### src/rtl/wo_pkg.sv
package wo_pkg;
  localparam int WAVE_W = 4;
  localparam int SEQ_W  = 4;
  localparam int ADDR_W = 4;
  localparam int DATA_W = 8;
  localparam logic [SEQ_W-1:0] SEQ_WILD = '1;
  localparam logic [SEQ_W-1:0] SEQ_END  = SEQ_WILD - 1'b1;

  typedef enum logic [1:0] {OP_LOAD = 2'd0, OP_STORE = 2'd1, OP_NOP = 2'd2} op_e;

  typedef struct packed {
    logic [WAVE_W-1:0] wave;
    logic [SEQ_W-1:0]  pred;
    logic [SEQ_W-1:0]  seq;
    logic [SEQ_W-1:0]  succ;
    op_e               op;
    logic [ADDR_W-1:0] addr;
    logic [DATA_W-1:0] data;
  } mreq_t;
endpackage

### src/rtl/wo_buffer.sv
module wo_buffer import wo_pkg::*; #(
  parameter int DEPTH = 16,
  localparam int IDX_W = $clog2(DEPTH)
) (
  input  logic                   clk_i,
  input  logic                   rst_ni,
  input  logic                   wr_en_i,
  input  mreq_t                  wr_req_i,
  input  logic                   rd_en_i,
  input  logic [IDX_W-1:0]       rd_idx_i,
  output mreq_t [DEPTH-1:0]      ent_o,
  output logic  [DEPTH-1:0]      vld_o,
  output logic                   full_o
);
  logic [IDX_W-1:0] free_idx;

  always_comb begin
    free_idx = '0;
    for (int i = DEPTH - 1; i >= 0; i--)
      if (!vld_o[i]) free_idx = IDX_W'(i);
  end

  assign full_o = &vld_o;

  for (genvar g = 0; g < DEPTH; g++) begin : g_slot
    logic set_s, clr_s;
    assign set_s = wr_en_i && !full_o && (free_idx == IDX_W'(g));
    assign clr_s = rd_en_i && (rd_idx_i == IDX_W'(g));

    always_ff @(posedge clk_i or negedge rst_ni) begin
      if (!rst_ni)    vld_o[g] <= 1'b0;
      else if (set_s) vld_o[g] <= 1'b1;
      else if (clr_s) vld_o[g] <= 1'b0;
    end

    always_ff @(posedge clk_i or negedge rst_ni) begin
      if (!rst_ni)    ent_o[g] <= '0;
      else if (set_s) ent_o[g] <= wr_req_i;
    end
  end
endmodule

### src/rtl/wo_match.sv
module wo_match import wo_pkg::*; #(
  parameter int DEPTH = 16,
  localparam int IDX_W = $clog2(DEPTH)
) (
  input  mreq_t [DEPTH-1:0] ent_i,
  input  logic  [DEPTH-1:0] vld_i,
  input  logic [WAVE_W-1:0] cur_wave_i,
  input  logic              started_i,
  input  logic [SEQ_W-1:0]  last_seq_i,
  input  logic [SEQ_W-1:0]  last_succ_i,
  output logic              hit_o,
  output logic [IDX_W-1:0]  hit_idx_o,
  output logic              stuck_o
);
  logic [DEPTH-1:0] hit_vec, stk_vec;

  for (genvar g = 0; g < DEPTH; g++) begin : g_cmp
    logic same;
    assign same = vld_i[g] && (ent_i[g].wave == cur_wave_i);
    // wave head, successor link, or predecessor link behind a wildcard successor
    assign hit_vec[g] = same && (started_i
        ? ((last_succ_i != SEQ_WILD && last_succ_i == ent_i[g].seq) ||
           (last_succ_i == SEQ_WILD && ent_i[g].pred == last_seq_i))
        : (ent_i[g].pred == SEQ_WILD && ent_i[g].seq == '0));
    assign stk_vec[g] = same && started_i && last_succ_i == SEQ_WILD &&
                        ent_i[g].pred == SEQ_WILD;
  end

  always_comb begin
    hit_idx_o = '0;
    for (int i = DEPTH - 1; i >= 0; i--)
      if (hit_vec[i]) hit_idx_o = IDX_W'(i);
  end

  assign hit_o   = |hit_vec;
  assign stuck_o = |stk_vec;
endmodule

### src/rtl/wo_mem.sv
module wo_mem #(
  parameter int ADDR_W = 4,
  parameter int DATA_W = 8,
  localparam int WORDS = 1 << ADDR_W
) (
  input  logic              clk_i,
  input  logic              rst_ni,
  input  logic              we_i,
  input  logic              re_i,
  input  logic [ADDR_W-1:0] addr_i,
  input  logic [DATA_W-1:0] wdata_i,
  output logic [DATA_W-1:0] rdata_o
);
  logic [DATA_W-1:0] mem_q [WORDS];

  always_ff @(posedge clk_i)
    if (we_i) mem_q[addr_i] <= wdata_i;

  always_ff @(posedge clk_i or negedge rst_ni) begin
    if (!rst_ni)   rdata_o <= '0;
    else if (re_i) rdata_o <= mem_q[addr_i];
  end
endmodule

### src/rtl/wo_seq.sv
module wo_seq import wo_pkg::*; #(
  parameter int DEPTH = 16,
  localparam int IDX_W = $clog2(DEPTH)
) (
  input  logic              clk_i,
  input  logic              rst_ni,
  input  logic              req_valid_i,
  output logic              req_ready_o,
  input  logic [WAVE_W-1:0] req_wave_i,
  input  logic [SEQ_W-1:0]  req_pred_i,
  input  logic [SEQ_W-1:0]  req_seq_i,
  input  logic [SEQ_W-1:0]  req_succ_i,
  input  logic [1:0]        req_op_i,
  input  logic [ADDR_W-1:0] req_addr_i,
  input  logic [DATA_W-1:0] req_wdata_i,
  output logic              rsp_valid_o,
  output logic [WAVE_W-1:0] rsp_wave_o,
  output logic [SEQ_W-1:0]  rsp_seq_o,
  output logic [DATA_W-1:0] rsp_rdata_o,
  output logic              err_o
);
  mreq_t                wr_req, iss;
  mreq_t [DEPTH-1:0]    buf_ent;
  logic  [DEPTH-1:0]    buf_vld;
  logic                 buf_full, hit, stuck, issue;
  logic  [IDX_W-1:0]    hit_idx;
  logic  [WAVE_W-1:0]   cur_wave;
  logic                 started;
  logic  [SEQ_W-1:0]    last_seq, last_succ;

  assign wr_req = '{wave: req_wave_i, pred: req_pred_i, seq: req_seq_i,
                    succ: req_succ_i, op: op_e'(req_op_i), addr: req_addr_i,
                    data: req_wdata_i};
  assign req_ready_o = !buf_full;

  wo_buffer #(.DEPTH(DEPTH)) u_buf (
    .clk_i, .rst_ni, .wr_en_i(req_valid_i), .wr_req_i(wr_req),
    .rd_en_i(issue), .rd_idx_i(hit_idx), .ent_o(buf_ent), .vld_o(buf_vld),
    .full_o(buf_full));

  wo_match #(.DEPTH(DEPTH)) u_match (
    .ent_i(buf_ent), .vld_i(buf_vld), .cur_wave_i(cur_wave),
    .started_i(started), .last_seq_i(last_seq), .last_succ_i(last_succ),
    .hit_o(hit), .hit_idx_o(hit_idx), .stuck_o(stuck));

  assign issue = hit;
  assign iss   = buf_ent[hit_idx];

  wo_mem #(.ADDR_W(ADDR_W), .DATA_W(DATA_W)) u_mem (
    .clk_i, .rst_ni, .we_i(issue && iss.op == OP_STORE),
    .re_i(issue && iss.op == OP_LOAD), .addr_i(iss.addr),
    .wdata_i(iss.data), .rdata_o(rsp_rdata_o));

  always_ff @(posedge clk_i or negedge rst_ni) begin
    if (!rst_ni) begin
      cur_wave  <= '0;
      started   <= 1'b0;
      last_seq  <= '0;
      last_succ <= SEQ_WILD;
    end else if (issue) begin
      last_seq  <= iss.seq;
      last_succ <= iss.succ;
      if (iss.succ == SEQ_END) begin
        cur_wave <= cur_wave + 1'b1;
        started  <= 1'b0;
      end else begin
        started  <= 1'b1;
      end
    end
  end

  always_ff @(posedge clk_i or negedge rst_ni) begin
    if (!rst_ni) begin
      rsp_valid_o <= 1'b0;
      rsp_wave_o  <= '0;
      rsp_seq_o   <= '0;
      err_o       <= 1'b0;
    end else begin
      rsp_valid_o <= issue && iss.op == OP_LOAD;
      if (issue) begin
        rsp_wave_o <= iss.wave;
        rsp_seq_o  <= iss.seq;
      end
      // full, blocked, and only a wildcard-to-wildcard candidate left
      if (buf_full && !hit && stuck) err_o <= 1'b1;
    end
  end
endmodule

### config.mk
export PLATFORM = sky130hd
export DESIGN_NAME = wo_seq
export DESIGN_NICKNAME = d
export VERILOG_FILES = /design/src/rtl/wo_pkg.sv /design/src/rtl/wo_buffer.sv /design/src/rtl/wo_match.sv /design/src/rtl/wo_mem.sv /design/src/rtl/wo_seq.sv
export SDC_FILE = /design/constraint.sdc
export NUM_CORES = 1
export LEC_CHECK = 0
export ABC_CLOCK_PERIOD_IN_PS = 5300
export CAP_MARGIN = 20
export CORE_MARGIN = 2
export CORE_UTILIZATION = 57
export DETAILED_ROUTE_END_ITERATION = 16
export PLACE_DENSITY = 0.74
export SLEW_MARGIN = 40
export SYNTH_ARGS = -nofsm -noshare
export SYNTH_HDL_FRONTEND = slang
export SYNTH_SLANG_ARGS = --single-unit
### constraint.sdc
create_clock -name clk_i -period 5.3 [get_ports clk_i]
set_input_delay 0.53 -clock clk_i [delete_from_list [all_inputs] [get_ports clk_i]]
set_output_delay 0.53 -clock clk_i [all_outputs]
set_load 0.01 [all_outputs]
[Word-level counts from Yosys, hierarchy flattened]
Memories as Yosys holds them, arrays and structs flattened. A register that Yosys moved wholly into a read port is not among the register bits.
Index checks and enable logic that the tools add are counted.
Cells by class
  add/subtract/negate cells: 1
  multipliers: 0
  div/mod/pow operators: 0
  $lt $le $gt $ge: 1
  equal/unequal tests: 98
  shift-type cells: 0
  muxes and demuxes: 85
  bitwise gates (word level): 0
  reductions and logical operators: 223
Operators by type and width (count)
  $eq A4 B4 Y1: 48
  $logic_and A1 B1 Y1: 165
  $eq A4 B4 Y1 const B: 34
  $mux W4: 32
  $bmux W30 S4: 1
  $logic_not A4 Y1: 18
  $mux W1: 51
  $eq A4 B3 Y1 const B: 8
  $reduce_bool A2 Y1: 16
  $reduce_or A16 Y1: 2
  $mux W30: 1
  $eq A4 B2 Y1 const B: 4
  $logic_or A1 B1 Y1: 16
  $reduce_and A16 Y1: 1
  $eq A4 B1 Y1 const B: 2
  $lt A4 B5 Y1 const B: 1
  $add A4 B1 Y4 const B: 1
  $ne A4 B4 Y1 const B: 1
  $logic_not A1 Y1: 3
  $eq A2 B1 Y1 const B: 1
  $logic_not A2 Y1: 1
  $reduce_and A2 Y1: 1
Storage, ports and cells
  register bits: 515
  latch bits: 0
  RAM bits: 128
  bits in read-only memories: 0
  input bits: 33
  output and inout bits: 19
  word-level logic and storage cells: 544
  memories: 1
Memory list
  u_mem.mem_q: words 16, width 8, rd ports 1, clocked after memory_dff 1, write ports 1, line wo_mem.sv:14  | logic [DATA_W-1:0] mem_q [WORDS];

[Logic depth before layout (Yosys ltp)]
  depth after elaboration: 27
  mapped depth: 21
  mapped depth without buffers: 14

[Cells and area by module]
Synthesis repeated with hierarchy kept, for this count alone.
Unflattened totals
  cell total of the unflattened synthesis: 2123
  area total of the unflattened synthesis: 31321.3 µm²
Modules (own cells, without submodules)
  wo_buffer: times used 1, cells an instance 1162, area each 18810.5 µm², seq. area each 12411.9 µm²
  wo_mem: times used 1, cells an instance 304, area each 5355.1 µm², seq. area each 4043.9 µm²
  wo_seq: times used 1, cells an instance 240, area each 3968.8 µm², seq. area each 480.5 µm²
  wo_match: times used 1, cells an instance 417, area each 3186.8 µm², seq. area each 0.0 µm²

[Least setup slack after synthesis]
OpenSTA, ideal clock, no wires.
  path kind: register -> register
  start point: register last_succ[2]
  end point: memory u_mem.mem_q[4][0], enable pin
  library setup time: 0.370 ns
  arrival: 4.063 ns
  required time: 4.930 ns
  setup slack: 0.867 ns
  cell stages (with the launch flop): 17
  path buffers: 2
  clock period less this slack: 4.433 ns
  cells stage by stage: dfstp_2 > buf_4 > nand4_1 > nand2_1 > a41oi_1 > or4_4 > o21ba_1 > o21a_1 > o21a_2 > nor2_1 > buf_4 > mux2_2 > o211ai_1 > nand4b_1 > nor2b_1 > nand3b_1 > nor2_1
Between the ends
  longest elaborated chain between the ends: 27
  elaborated cells on any way between the ends: 121
  those cells by class: 19 x eq/ne; 36 x mux; 66 x reduce/logical
Ends and longest elaborated chain
  start: declaration: line wo_seq.sv:29  | logic [SEQ_W-1:0] last_seq, last_succ;
  start signal: assignment: line wo_seq.sv:62  | last_succ <= iss.succ;
  $ne A4 B4 Y1, or another cell as far along: line wo_match.sv:22  | ? ((last_succ_i != SEQ_WILD && last_succ_i == ent_i[g].seq) ||
  $logic_and A1 B1 Y1, on equally long branches: line wo_match.sv:22, wo_match.sv:23
  $logic_or A1 B1 Y1: line wo_match.sv:22
  $mux W1: line wo_match.sv:22
  $logic_and A1 B1 Y1: line wo_match.sv:21  | assign hit_vec[g] = same && (started_i
  $mux W4 (16 in a row): line wo_match.sv:32  | if (hit_vec[i]) hit_idx_o = IDX_W'(i);
  $bmux W30 S4: line wo_seq.sv:47  | assign iss = buf_ent[hit_idx];
  $mux W30 (not written as such): line wo_seq.sv:47
  $eq A2 B1 Y1: line wo_seq.sv:50  | .clk_i, .rst_ni, .we_i(issue && iss.op == OP_STORE),
  $logic_and A1 B1 Y1: line wo_seq.sv:50
  $mux W1: line wo_mem.sv:17  | if (we_i) mem_q[addr_i] <= wdata_i;
  $mux W1 (not written as such): line wo_mem.sv:17
  end: declaration: line wo_mem.sv:14
Several ways; a longest one is shown, not always the timed one. The select of a mux whose other input is x is not followed.

[Worst setup path after layout]
  start point: register cur_wave[1]
  end point: register u_mem.rdata_o[5] (read register of u_mem.mem_q)
Between the ends
  longest elaborated chain between the ends: 23
  elaborated cells on any way between the ends: 69
  those cells by class: 16 x eq/ne; 18 x mux; 35 x reduce/logical
Ends and longest elaborated chain
  start: declaration: line wo_seq.sv:27  | logic [WAVE_W-1:0] cur_wave;
  start signal: assignment: line wo_seq.sv:64  | cur_wave <= cur_wave + 1'b1;
  $eq A4 B4 Y1: line wo_match.sv:19  | assign same = vld_i[g] && (ent_i[g].wave == cur_wave_i);
  $logic_and A1 B1 Y1: line wo_match.sv:19
  $logic_and A1 B1 Y1: line wo_match.sv:21
  $mux W4 (16 in a row): line wo_match.sv:32
  $bmux W30 S4: line wo_seq.sv:47
  $mux W30 (not written as such): line wo_seq.sv:47
  $logic_not A2 Y1: line wo_seq.sv:51  | .re_i(issue && iss.op == OP_LOAD), .addr_i(iss.addr),
  $logic_and A1 B1 Y1: line wo_seq.sv:51
  end: declaration: line wo_mem.sv:12  | output logic [DATA_W-1:0] rdata_o
Several ways; a longest one is shown, not always the timed one. The select of a mux whose other input is x is not followed.
A chain may end at the register's enable or synchronous reset.

==> impl_metrics.json <==
{
  "clock_path_buffers": 3,
  "synth-edff-count": 128,
  "maxSlewHeadroom_pct": 42.02,
  "coreArea_sq_mm": 0.05520,
  "min_path_type": "in -> async",
  "rows": 86,
  "worstPathArrival_ns": 5.63,
  "setup_viol": 0,
  "regToRegSetupSlack_ns": 0.15,
  "num_vias": 22350,
  "tightest_slew_ns": 0.8584,
  "crit_path_max_fanout": 24,
  "synth_ff_type": "dfrtp_1",
  "grt_pass1_vias": 22630,
  "io_buffer_count": 51,
  "clock_skew_ns": 0.02846,
  "drt_first_iter_violations": 2484,
  "fp.dieArea_sq_mm": 0.05785,
  "fin_setup_tns_ns": 0,
  "syn_inst": 2628,
  "start_util_pct": 57.76,
  "fp.dieH_um": 240.5,
  "fmax_mhz": 194.2,
  "cts_max_level": 3,
  "synth_fp_nets": 2662,
  "period_minus_slack_ns": 5.148,
  "async_reset_ff_share_pct": 80.34,
  "use_met3_pct": 7.084,
  "critPathLaunchType": "register",
  "grt_pass1_wl_um": 140700,
  "area_growth_pct": 14.61,
  "detail_route.vias_per_cell": 6.375,
  "busiest_layer": "met2",
  "slew_violations": 0,
  "drcViolationCount": 0,
  "gr-usage-all-layers_pct": 32.29,
  "status": "finished clean",
  "use_met2_pct": 50.19,
  "yosys_warnings": 0,
  "routabilityCongestion": 0.9956,
  "root_buffer": "clkbuf_16",
  "ant_nets": 0,
  "finalHoldViolations": 0,
  "drv_cap": 0,
  "nFillCells": 3981,
  "clk_pin_slew_ns": 0.06,
  "nets": 2734,
  "ff2ff_path_depth": 18,
  "rsz0062_at_grt": "false",
  "cts_tree": "built",
  "yosysUniqueCellTypes": 81,
  "antenna_found_initial": 3,
  "grt-ovfl-total": 0,
  "rr_endpoint": "u_mem.rdata_o[5]",
  "clk_latency_ns": 0.64,
  "die_x_um": 240.5,
  "dpl.hpwl_um": 60200,
  "final_cell_mix": "519 x dfrtp_1, 511 x mux2_2, 247 x nand2_1",
  "grt_max_degree": 153,
  "synth.yosys.seq_area_share_pct": 53.12,
  "wl_per_cell_um": 26.22,
  "crit_required_ns": 5.78,
  "r2r_start": "cur_wave[1]",
  "drive_gt1_share_pct": 30.03,
  "grt_util_met1_pct": 45.16,
  "min_period_over_period_pct": 97.13,
  "synth-seq-cells": 651,
  "crit_path_end_kind": "register",
  "cts_buffers": 70,
  "syn_area_sq_mm": 0.03189,
  "crit_type": "reg -> reg",
  "final_common_cell": "dfrtp_1",
  "wirelength_um": 91920,
  "synth_area_per_cell_sq_um": 12.13,
  "io_pins": 52,
  "cts_sinks": 651,
  "firstDrtPassIters": 6
}
[kinds of logic after synthesis]
| group | Yosys count | synth area share (%) |
|---|---|---|
| simple gates | 585 | 8.860 |
| compound gates | 336 | 7.299 |
| mux | 644 | 22.23 |
| flops | 651 | 53.12 |
| xor+xnor | 192 | 5.274 |
| fa+ha+maj | 1 | 0.03923 |
| buf+inv | 219 | 3.182 |
[per-layer routing]
layer	wire, um	vias up
met3	8012	239
li1	-	9665
met2	42450	1051
met1	38270	11390
met5	32	-
met4	3148	4
[through the flow]
| stage | instance area (sq um) | hold slack [ns] | util, % | std cells | setup WS, ns |
|---|---|---|---|---|---|
| 2_1_floorplan | 31890 | 0.2344 | - | 2628 | 0.8668 |
| 3_3_place_gp | 33670 | 0.4551 | 60.99 | 3362 | 0.06545 |
| 3_5_place_dp | 33780 | 0.4701 | 61.20 | 3366 | 0.05912 |
| 4_1_cts | 36290 | 0.4824 | 65.75 | 3496 | 0.04328 |
| 5_1_grt | 36540 | 0.4214 | 66.20 | 3505 | 0.0005729 |
| 6_report | 36550 | 0.3995 | 66.20 | 3506 | 0.1519 |
[synth_stat cells (26+ instances only)]
master / count / share of area, %
clkbuf_1: 76 / 0.89
xor2_1: 81 / 2.2
nand2_1: 248 / 2.9
buf_1: 48 / 0.57
a22oi_1: 32 / 0.75
o21ai_0: 73 / 1.1
dfrtp_1: 519 / 41
nand4_1: 30 / 0.59
nand3_1: 101 / 1.6
edfxtp_1: 128 / 12
mux2i_1: 131 / 4.1
buf_2: 40 / 0.63
mux2_2: 511 / 18
a32oi_1: 26 / 0.71
nor2_1: 77 / 0.91
a21oi_1: 44 / 0.69
xnor2_1: 111 / 3.0
[worst max-delay path: stages (launching register included)]
cell and delay [ns]:
dfrtp_1 0.60, buf_4 0.29, xnor2_1 0.14, nand2_1 0.07, nor4_1 0.56, buf_4 0.25, nand3_1 0.19, nor2b_1 0.22
o21a_1 0.34, o21a_2 0.23, buf_4 0.33, o211ai_1 0.23, a211oi_4 0.32, buf_12 0.23, buf_12 0.19, mux2i_1 0.27
a22oi_1 0.14, a32oi_1 0.23, a31oi_1 0.12
[flip-flops by register name, indices dropped and copies added (netlist names)]
signal	count
rsp_wave_o	4
u_buf.ent_o	480
cur_wave	4
u_buf.vld_o	16
last_succ	4
err_o	1
u_mem.rdata_o	8
rsp_seq_o	4
rsp_valid_o	1
u_mem.mem_q	128
started	1
[worst max-delay path by stage]
stage | from | endpoint | slack [ns] | cells past startpoint
global route | cur_wave[1] | u_mem.rdata_o[5] | 0.0006 | 18
finish | cur_wave[1] | u_mem.rdata_o[5] | 0.15 | 18
detailed placement | cur_wave[1] | u_mem.mem_q[9][6] | 0.06 | 15
CTS | cur_wave[1] | u_mem.mem_q[9][4] | 0.04 | 15
global placement | last_succ[2] | u_mem.mem_q[4][4] | 0.07 | 17
floorplan | last_succ[2] | u_mem.mem_q[4][0] | 0.87 | 16
[timing repair]
action / 4_1_cts / 5_1_grt
setup buffers: 0 / 1
gates resized for setup: 0 / 11
setup endpoints to repair: 0 / 136
hold endpoints to repair: 5 / 0
hold buffers: 1 / 0
[cell type report]
class	count	area, sq um	share of cell area, %
well taps	748	935.9	2.561
multi-input cells	1759	14160	38.76
repair buffers	193	1913	5.235
diodes	1	2.502	0.006847
clock buffers	101	2102	5.752
inverters	25	93.84	0.2568
flip-flops and latches	651	16940	46.34
clock inverters	28	397.9	1.089
Power is not shown: default switching activity piles up to over one toggle a cycle in this logic, so the estimate is an artifact.
